<file path="src/rtl/iqm_pkg.sv">
package iqm_pkg;
   localparam real IQM_PI = 3.14159265358979;

   // Magnitude of quarter-wave entry k out of n, sampled at bin centres
   function automatic int quarter_entry(int k, int n, int dw);
      real amp;
      real ang;
      amp = real'((1 << (dw - 1)) - 1);
      ang = IQM_PI * (real'(k) + 0.5) / (2.0 * real'(n));
      return $rtoi(amp * $sin(ang) + 0.5);
   endfunction
endpackage

</file>
<file path="src/rtl/iqm_phase_acc.sv">
module iqm_phase_acc #(
   parameter int PHASE_W = 32,
   parameter int ADDR_W  = 10
) (
   input  logic              clk,
   input  logic              rst,
   input  logic              adv,
   input  logic              we,
   input  logic [PHASE_W-1:0] word,
   output logic [ADDR_W-1:0] addr
);
   logic [PHASE_W-1:0] acc_q;
   logic [PHASE_W-1:0] inc_q;

   always_ff @(posedge clk) begin
      if (rst) begin
         acc_q <= '0;
         inc_q <= '0;
      end else begin
         if (adv) acc_q <= acc_q + inc_q;
         if (we)  inc_q <= word;
      end
   end

   assign addr = acc_q[PHASE_W-1 -: ADDR_W];
endmodule

</file>
<file path="src/rtl/iqm_sincos.sv">
module iqm_sincos #(
   parameter int ADDR_W = 10,
   parameter int LO_W   = 16
) (
   input  logic                   clk,
   input  logic [ADDR_W-1:0]      addr,
   output logic signed [LO_W-1:0] sin_o,
   output logic signed [LO_W-1:0] cos_o
);
   localparam int IW = ADDR_W - 2;
   localparam int N  = 1 << IW;

   logic [LO_W-1:0] rom [N];

   for (genvar k = 0; k < N; k++) begin : g_rom
      localparam int V = iqm_pkg::quarter_entry(k, N, LO_W);
      assign rom[k] = V[LO_W-1:0];
   end

   logic [ADDR_W-1:0] addr_c;
   logic [IW-1:0]     idx_s, idx_c;
   logic signed [LO_W-1:0] mag_s, mag_c;
   logic              neg_s, neg_c;

   always_comb begin
      addr_c = addr + ADDR_W'(N);
      idx_s  = addr[IW] ? ~addr[IW-1:0] : addr[IW-1:0];
      idx_c  = addr_c[IW] ? ~addr_c[IW-1:0] : addr_c[IW-1:0];
   end

   always_ff @(posedge clk) begin
      mag_s <= rom[idx_s];
      mag_c <= rom[idx_c];
      neg_s <= addr[ADDR_W-1];
      neg_c <= addr_c[ADDR_W-1];
   end

   always_ff @(posedge clk) begin
      sin_o <= neg_s ? -mag_s : mag_s;
      cos_o <= neg_c ? -mag_c : mag_c;
   end
endmodule

</file>
<file path="src/rtl/iqm_mult_round.sv">
module iqm_mult_round #(
   parameter int IN_W  = 12,
   parameter int LO_W  = 16,
   parameter int OUT_W = 16
) (
   input  logic                    clk,
   input  logic                    rst,
   input  logic                    v_in,
   input  logic signed [IN_W-1:0]  x,
   input  logic signed [LO_W-1:0]  lo_c,
   input  logic signed [LO_W-1:0]  lo_s,
   output logic                    v_out,
   output logic signed [OUT_W-1:0] y_i,
   output logic signed [OUT_W-1:0] y_q
);
   localparam int PROD_W = IN_W + LO_W;
   localparam int SHIFT  = IN_W + LO_W - 1 - OUT_W;

   logic signed [PROD_W-1:0] p_i, p_q;
   logic                     p_v;
   logic signed [OUT_W-1:0]  r_i, r_q;

   always_ff @(posedge clk) begin
      if (rst) p_v <= 1'b0;
      else     p_v <= v_in;
      if (v_in) begin
         p_i <= x * lo_c;
         p_q <= x * lo_s;
      end
   end

   if (SHIFT > 0) begin : g_round
      logic signed [PROD_W:0] s_i, s_q;
      always_comb begin
         s_i = ((PROD_W+1)'(p_i) + (PROD_W+1)'(1 << (SHIFT - 1))) >>> SHIFT;
         s_q = ((PROD_W+1)'(p_q) + (PROD_W+1)'(1 << (SHIFT - 1))) >>> SHIFT;
         r_i = s_i[OUT_W-1:0];
         r_q = s_q[OUT_W-1:0];
      end
   end else begin : g_exact
      assign r_i = p_i[OUT_W-1:0];
      assign r_q = p_q[OUT_W-1:0];
   end

   always_ff @(posedge clk) begin
      if (rst) begin
         v_out <= 1'b0;
         y_i   <= '0;
         y_q   <= '0;
      end else begin
         v_out <= p_v;
         if (p_v) begin
            y_i <= r_i;
            y_q <= r_q;
         end
      end
   end
endmodule

</file>
<file path="src/rtl/iq_downmixer.sv">
module iq_downmixer #(
   parameter int IN_W    = 12,
   parameter int PHASE_W = 32,
   parameter int ADDR_W  = 10,
   parameter int LO_W    = 16,
   parameter int OUT_W   = 16
) (
   input  logic                    clk,
   input  logic                    rst,
   input  logic                    in_valid,
   input  logic signed [IN_W-1:0]  in_sample,
   input  logic                    tw_we,
   input  logic [PHASE_W-1:0]      tw_word,
   output logic                    out_valid,
   output logic signed [OUT_W-1:0] out_i,
   output logic signed [OUT_W-1:0] out_q
);
   localparam int LUT_LAT = 2;

   if (ADDR_W < 3)                  begin : g_bad_addr  $error("ADDR_W must be at least 3");       end
   if (PHASE_W < ADDR_W)            begin : g_bad_phase $error("PHASE_W must cover ADDR_W");       end
   if (IN_W + LO_W - 1 < OUT_W)     begin : g_bad_out   $error("OUT_W exceeds product precision"); end

   logic [ADDR_W-1:0] addr;
   logic              s1_v;
   logic signed [IN_W-1:0] s1_x;
   logic [ADDR_W-1:0] s1_addr;
   logic signed [LO_W-1:0] lo_s, lo_c;
   logic              d_v [LUT_LAT];
   logic signed [IN_W-1:0] d_x [LUT_LAT];

   iqm_phase_acc #(.PHASE_W(PHASE_W), .ADDR_W(ADDR_W)) u_acc (
      .clk(clk), .rst(rst), .adv(in_valid), .we(tw_we), .word(tw_word), .addr(addr)
   );

   always_ff @(posedge clk) begin
      if (rst) s1_v <= 1'b0;
      else     s1_v <= in_valid;
      if (in_valid) begin
         s1_x    <= in_sample;
         s1_addr <= addr;
      end
   end

   iqm_sincos #(.ADDR_W(ADDR_W), .LO_W(LO_W)) u_lo (
      .clk(clk), .addr(s1_addr), .sin_o(lo_s), .cos_o(lo_c)
   );

   for (genvar g = 0; g < LUT_LAT; g++) begin : g_dly
      always_ff @(posedge clk) begin
         if (rst) d_v[g] <= 1'b0;
         else     d_v[g] <= (g == 0) ? s1_v : d_v[(g == 0) ? 0 : g - 1];
         d_x[g] <= (g == 0) ? s1_x : d_x[(g == 0) ? 0 : g - 1];
      end
   end

   iqm_mult_round #(.IN_W(IN_W), .LO_W(LO_W), .OUT_W(OUT_W)) u_mix (
      .clk(clk), .rst(rst), .v_in(d_v[LUT_LAT-1]), .x(d_x[LUT_LAT-1]),
      .lo_c(lo_c), .lo_s(lo_s), .v_out(out_valid), .y_i(out_i), .y_q(out_q)
   );
endmodule

</file>
<file path="config.mk">
export PLATFORM = sky130hd
export DESIGN_NAME = iq_downmixer
export DESIGN_NICKNAME = d
export VERILOG_FILES = /design/src/rtl/iqm_pkg.sv /design/src/rtl/iqm_phase_acc.sv /design/src/rtl/iqm_sincos.sv /design/src/rtl/iqm_mult_round.sv /design/src/rtl/iq_downmixer.sv
export SDC_FILE = /design/constraint.sdc
export NUM_CORES = 2
export LEC_CHECK = 0
export BUFFER_PORTS_ARGS = -buffer_cell sky130_fd_sc_hd__buf_2
export CAP_MARGIN = 5
export CELL_PAD_IN_SITES_DETAIL_PLACEMENT = 1
export CELL_PAD_IN_SITES_GLOBAL_PLACEMENT = 1
export CORE_MARGIN = 10
export CORE_UTILIZATION = 35
export DETAILED_ROUTE_END_ITERATION = 16
export HOLD_SLACK_MARGIN = 0.12
export PLACE_DENSITY_LB_ADDON = 0.1
export SLEW_MARGIN = 10
export SYNTH_ARGS = -nofsm -noshare
export SYNTH_HDL_FRONTEND = slang
export SYNTH_HIERARCHICAL = 1
export SYNTH_SLANG_ARGS = --single-unit
</file>
<file path="constraint.sdc">
create_clock -name clk -period 4.75 [get_ports clk]
set_input_delay 0.7125 -clock clk [delete_from_list [all_inputs] [get_ports clk]]
set_output_delay 0.7125 -clock clk [all_outputs]
set_load 0.02 [all_outputs]
</file>
==> metrics.txt <==
outcome finished with violations; violated checks negative setup slack; core box area a little over 0.1 mm2; Syn Inst Count 4812; TritonCTS Buffers 30; Synth Cell Area about 0.037 mm2; vias in the first global route around 41000; via count roughly 40000; Max clock buf depth 3; Yosys reg bits between 200 and 250; final hold vios 0; wire per inst between 30 and 40 um; largest net degree at the start of global routing 95; first-pass GRT wire length ~300000 um; crit path DAT 5.67 ns; count leader, synth nand2_1; hold_buf cts 0; synth top area cells fa_1 (19%), dfxtp_1 (10%), ha_1 (6.0%); f_max approximately 190 MHz; worst slew pin tran about 1.4 ns; relative max-transition margin under 10%; slowest CP cell fa_1; clock latency on the worst-skew pair about 0.65 ns; DP Cell Count around 6400; die width 344 um; Final ANT Viol Nets 0; initial antenna violation count 14; register area share after synthesis ~15%; GR Overflow Total 0; Startpoint Class flop; Most used DFF post-synth dfxtp_1; synth warn 6; layout cell share with drive strength beyond 1 between 10% and 20%; ys async rst share 0%; Cell Count, Final, Fillers Out around 6500; RR Endpoint u_mix/p_q[25]; Hold Crit Endpoint s1_x[9]; critical path class reg2reg; period utilization 111%; CTS tree yes; crit end category flop; total of max-cap violations 0; RD Place Congestion approximately 1.1; Yosys cell types around 110; I/O pins just over 80; register area between 0.005 and 0.006 mm2; top post-synthesis cells by count nand2_1 (548), inv_1 (452), nor2_1 (371); Mapped Nets ~5400; DR DRC count 0; clk_skew between 0.05 and 0.06 ns; num rows between 100 and 150; syn_area_per_cell 7.63 um2; top cell type's share of synthesized area 18.8%; fin. max-slew vios 0; worst hold path class in2reg; crit-path leading delay family adder cells; Synth area leader fa_1; most common cell type on the critical path fa_1; # nets final approximately 5700; Fill cells between 10000 and 15000; RSZ-0062 raised after global routing true; Buf+Inv Stages, Crit Path 6; crit-path cells buf_12 -> buf_16 -> buf_12 -> nand2_1 -> fa_1 -> inv_1 -> fa_1 -> fa_1 -> fa_1 -> inv_1 -> fa_1 -> inv_1 -> ha_4 -> a21oi_2 -> nand2_2 -> o21ai_2 -> o211ai_4 -> o211ai_2 -> nand2b_1 -> a21oi_2 -> xnor2_1; Root Driver clkbuf_16; drt first pass iters 6; Die Ht between 300 and 400 um; HPWL after DPL between 150000 and 200000 um; initial core utilization between 30% and 40%; Total Wirelength ~210000 um; Multi-input gate area between 0.02 and 0.03 mm2; area grow syn2layout 19.4%; clock slew at reported path FFs 0.07 ns; GRT Overall Usage 34.5%; Post-synth EDFFs 56; drt first-iter violations 4504; endpoints failing setup 27; worst hold start in_sample[9]; fin crit period 5.27 ns; worst reg2reg setup slack -0.52 ns; vias per cell just over 6; H-tree depth 1; input/output buffers 80; clock sinks 245; DIE AREA between 0.1 and 0.15 mm2; Worst Hold Path Cells 1; Critical Path RT approximately 5.1 ns; reg2reg start d_x[0][17]; setup ws final -0.523 ns; Worst Reg2Reg Path Length in Cells 21; WP depth 21; maximum fanout along the worst path 7; Max stage delay on crit path 0.53 ns
[layout by cell type, fill, tap and decap left out, types with 87 or more instances in the layout]
master,instances
ha_1,155
buf_4,528
and2_1,121
inv_1,427
nand2_1,528
nor2_1,353
nor3_1,106
a21oi_1,326
o21ai_0,348
dfxtp_1,169
a211oi_1,87
xnor2_1,88
nand3_1,97
fa_1,331
[state kept, by name (all words and copies together), names as in the netlist]
register     cells
u_acc/acc_q     32
s1_v             1
u_lo/mag_s      15
u_mix/y_i       16
u_mix/v_out      1
s1_x            12
u_mix/p_v        1
u_lo/sin_o      16
u_mix/y_q       16
u_lo/mag_c      15
u_lo/cos_o      16
s1_addr         10
u_mix/p_i       17
u_lo/neg_c       1
u_lo/neg_s       1
d_x             24
u_mix/p_q       17
d_v              2
u_acc/inc_q     32
[through the flow]
step	TNS (ns)	hold slack, ns	utilization [%]	cell area [um2]	setup WS (ns)
after detailed placement	-12.52	0.313	40.3	41800	-0.648
final	-8.75	0.236	42.3	43900	-0.523
after global placement	-10.76	0.311	40.3	41800	-0.616
after floorplan	-0.901	0.310	-	37300	-0.192
after CTS	-8.92	0.192	41.8	43400	-0.471
after global routing	-14.19	0.209	42.2	43800	-0.701
[final cells by class]
| cell class | count | area share [%] |
|---|---|---|
| Sequential cell | 245 | 12.6 |
| Timing Repair Buffer | 678 | 13.0 |
| Clock inverter | 13 | 0.317 |
| Antenna cell | 5 | 0.0285 |
| Multi-Input combinational cell | 3676 | 64.2 |
| Clock buffer | 42 | 2.05 |
| Tap cell | 1380 | 3.94 |
| Inverter | 455 | 3.89 |
[metal layers]
metal	GRT usage, %	up-vias	wire (um)
li1	-	17200	-
met1	43.6	20000	83300
met2	52.3	2355	89700
met3	8.40	774	21100
met4	21.9	14	16600
met5	0	-	93
[worst max-delay path by stage]
stage                          start            end
after detailed placement  d_x[0][20]  u_mix/p_i[26]
after CTS                 d_x[0][17]  u_mix/p_i[22]
after floorplan           d_x[0][15]  u_mix/p_i[26]
after global placement    d_x[0][20]  u_mix/p_i[26]
final                     d_x[0][17]  u_mix/p_q[25]
after global routing      d_x[0][17]  u_mix/p_q[25]
[worst register-to-register path, stage by stage (launching register included)]
cell and delay, ns:
dfxtp_4 0.37, buf_12 0.14, buf_16 0.15, buf_12 0.11, nand2_1 0.06, fa_1 0.50, inv_1 0.05, fa_1 0.48
fa_1 0.52, fa_1 0.49, inv_1 0.05, fa_1 0.53, inv_1 0.06, ha_4 0.26, a21oi_2 0.20, nand2_2 0.12
o21ai_2 0.24, o211ai_4 0.13, o211ai_2 0.18, nand2b_1 0.12, a21oi_2 0.16, xnor2_1 0.08
[cell families after synthesis]
| group | Yosys count | synth area share, % |
|---|---|---|
| multiplexers | 73 | 2.21 |
| adder cells (fa/ha/maj) | 522 | 24.8 |
| flip-flops | 245 | 14.9 |
| buffers and inverters | 891 | 10.3 |
| AND/OR/NAND/NOR | 1569 | 20.2 |
| AO/OA/AOI/OAI | 1380 | 24.3 |
| XOR/XNOR | 132 | 3.31 |
[timing repair]
action                     4_1_cts  5_1_grt
resized for setup               54       90
pin swaps                       17       72
buffers inserted                17        8
setup endpoints to repair       30       32
cloned                           7        0
Power is left out: the tool's default activity adds up to more than one toggle a clock period on the data nets, which glitch-free logic cannot reach.
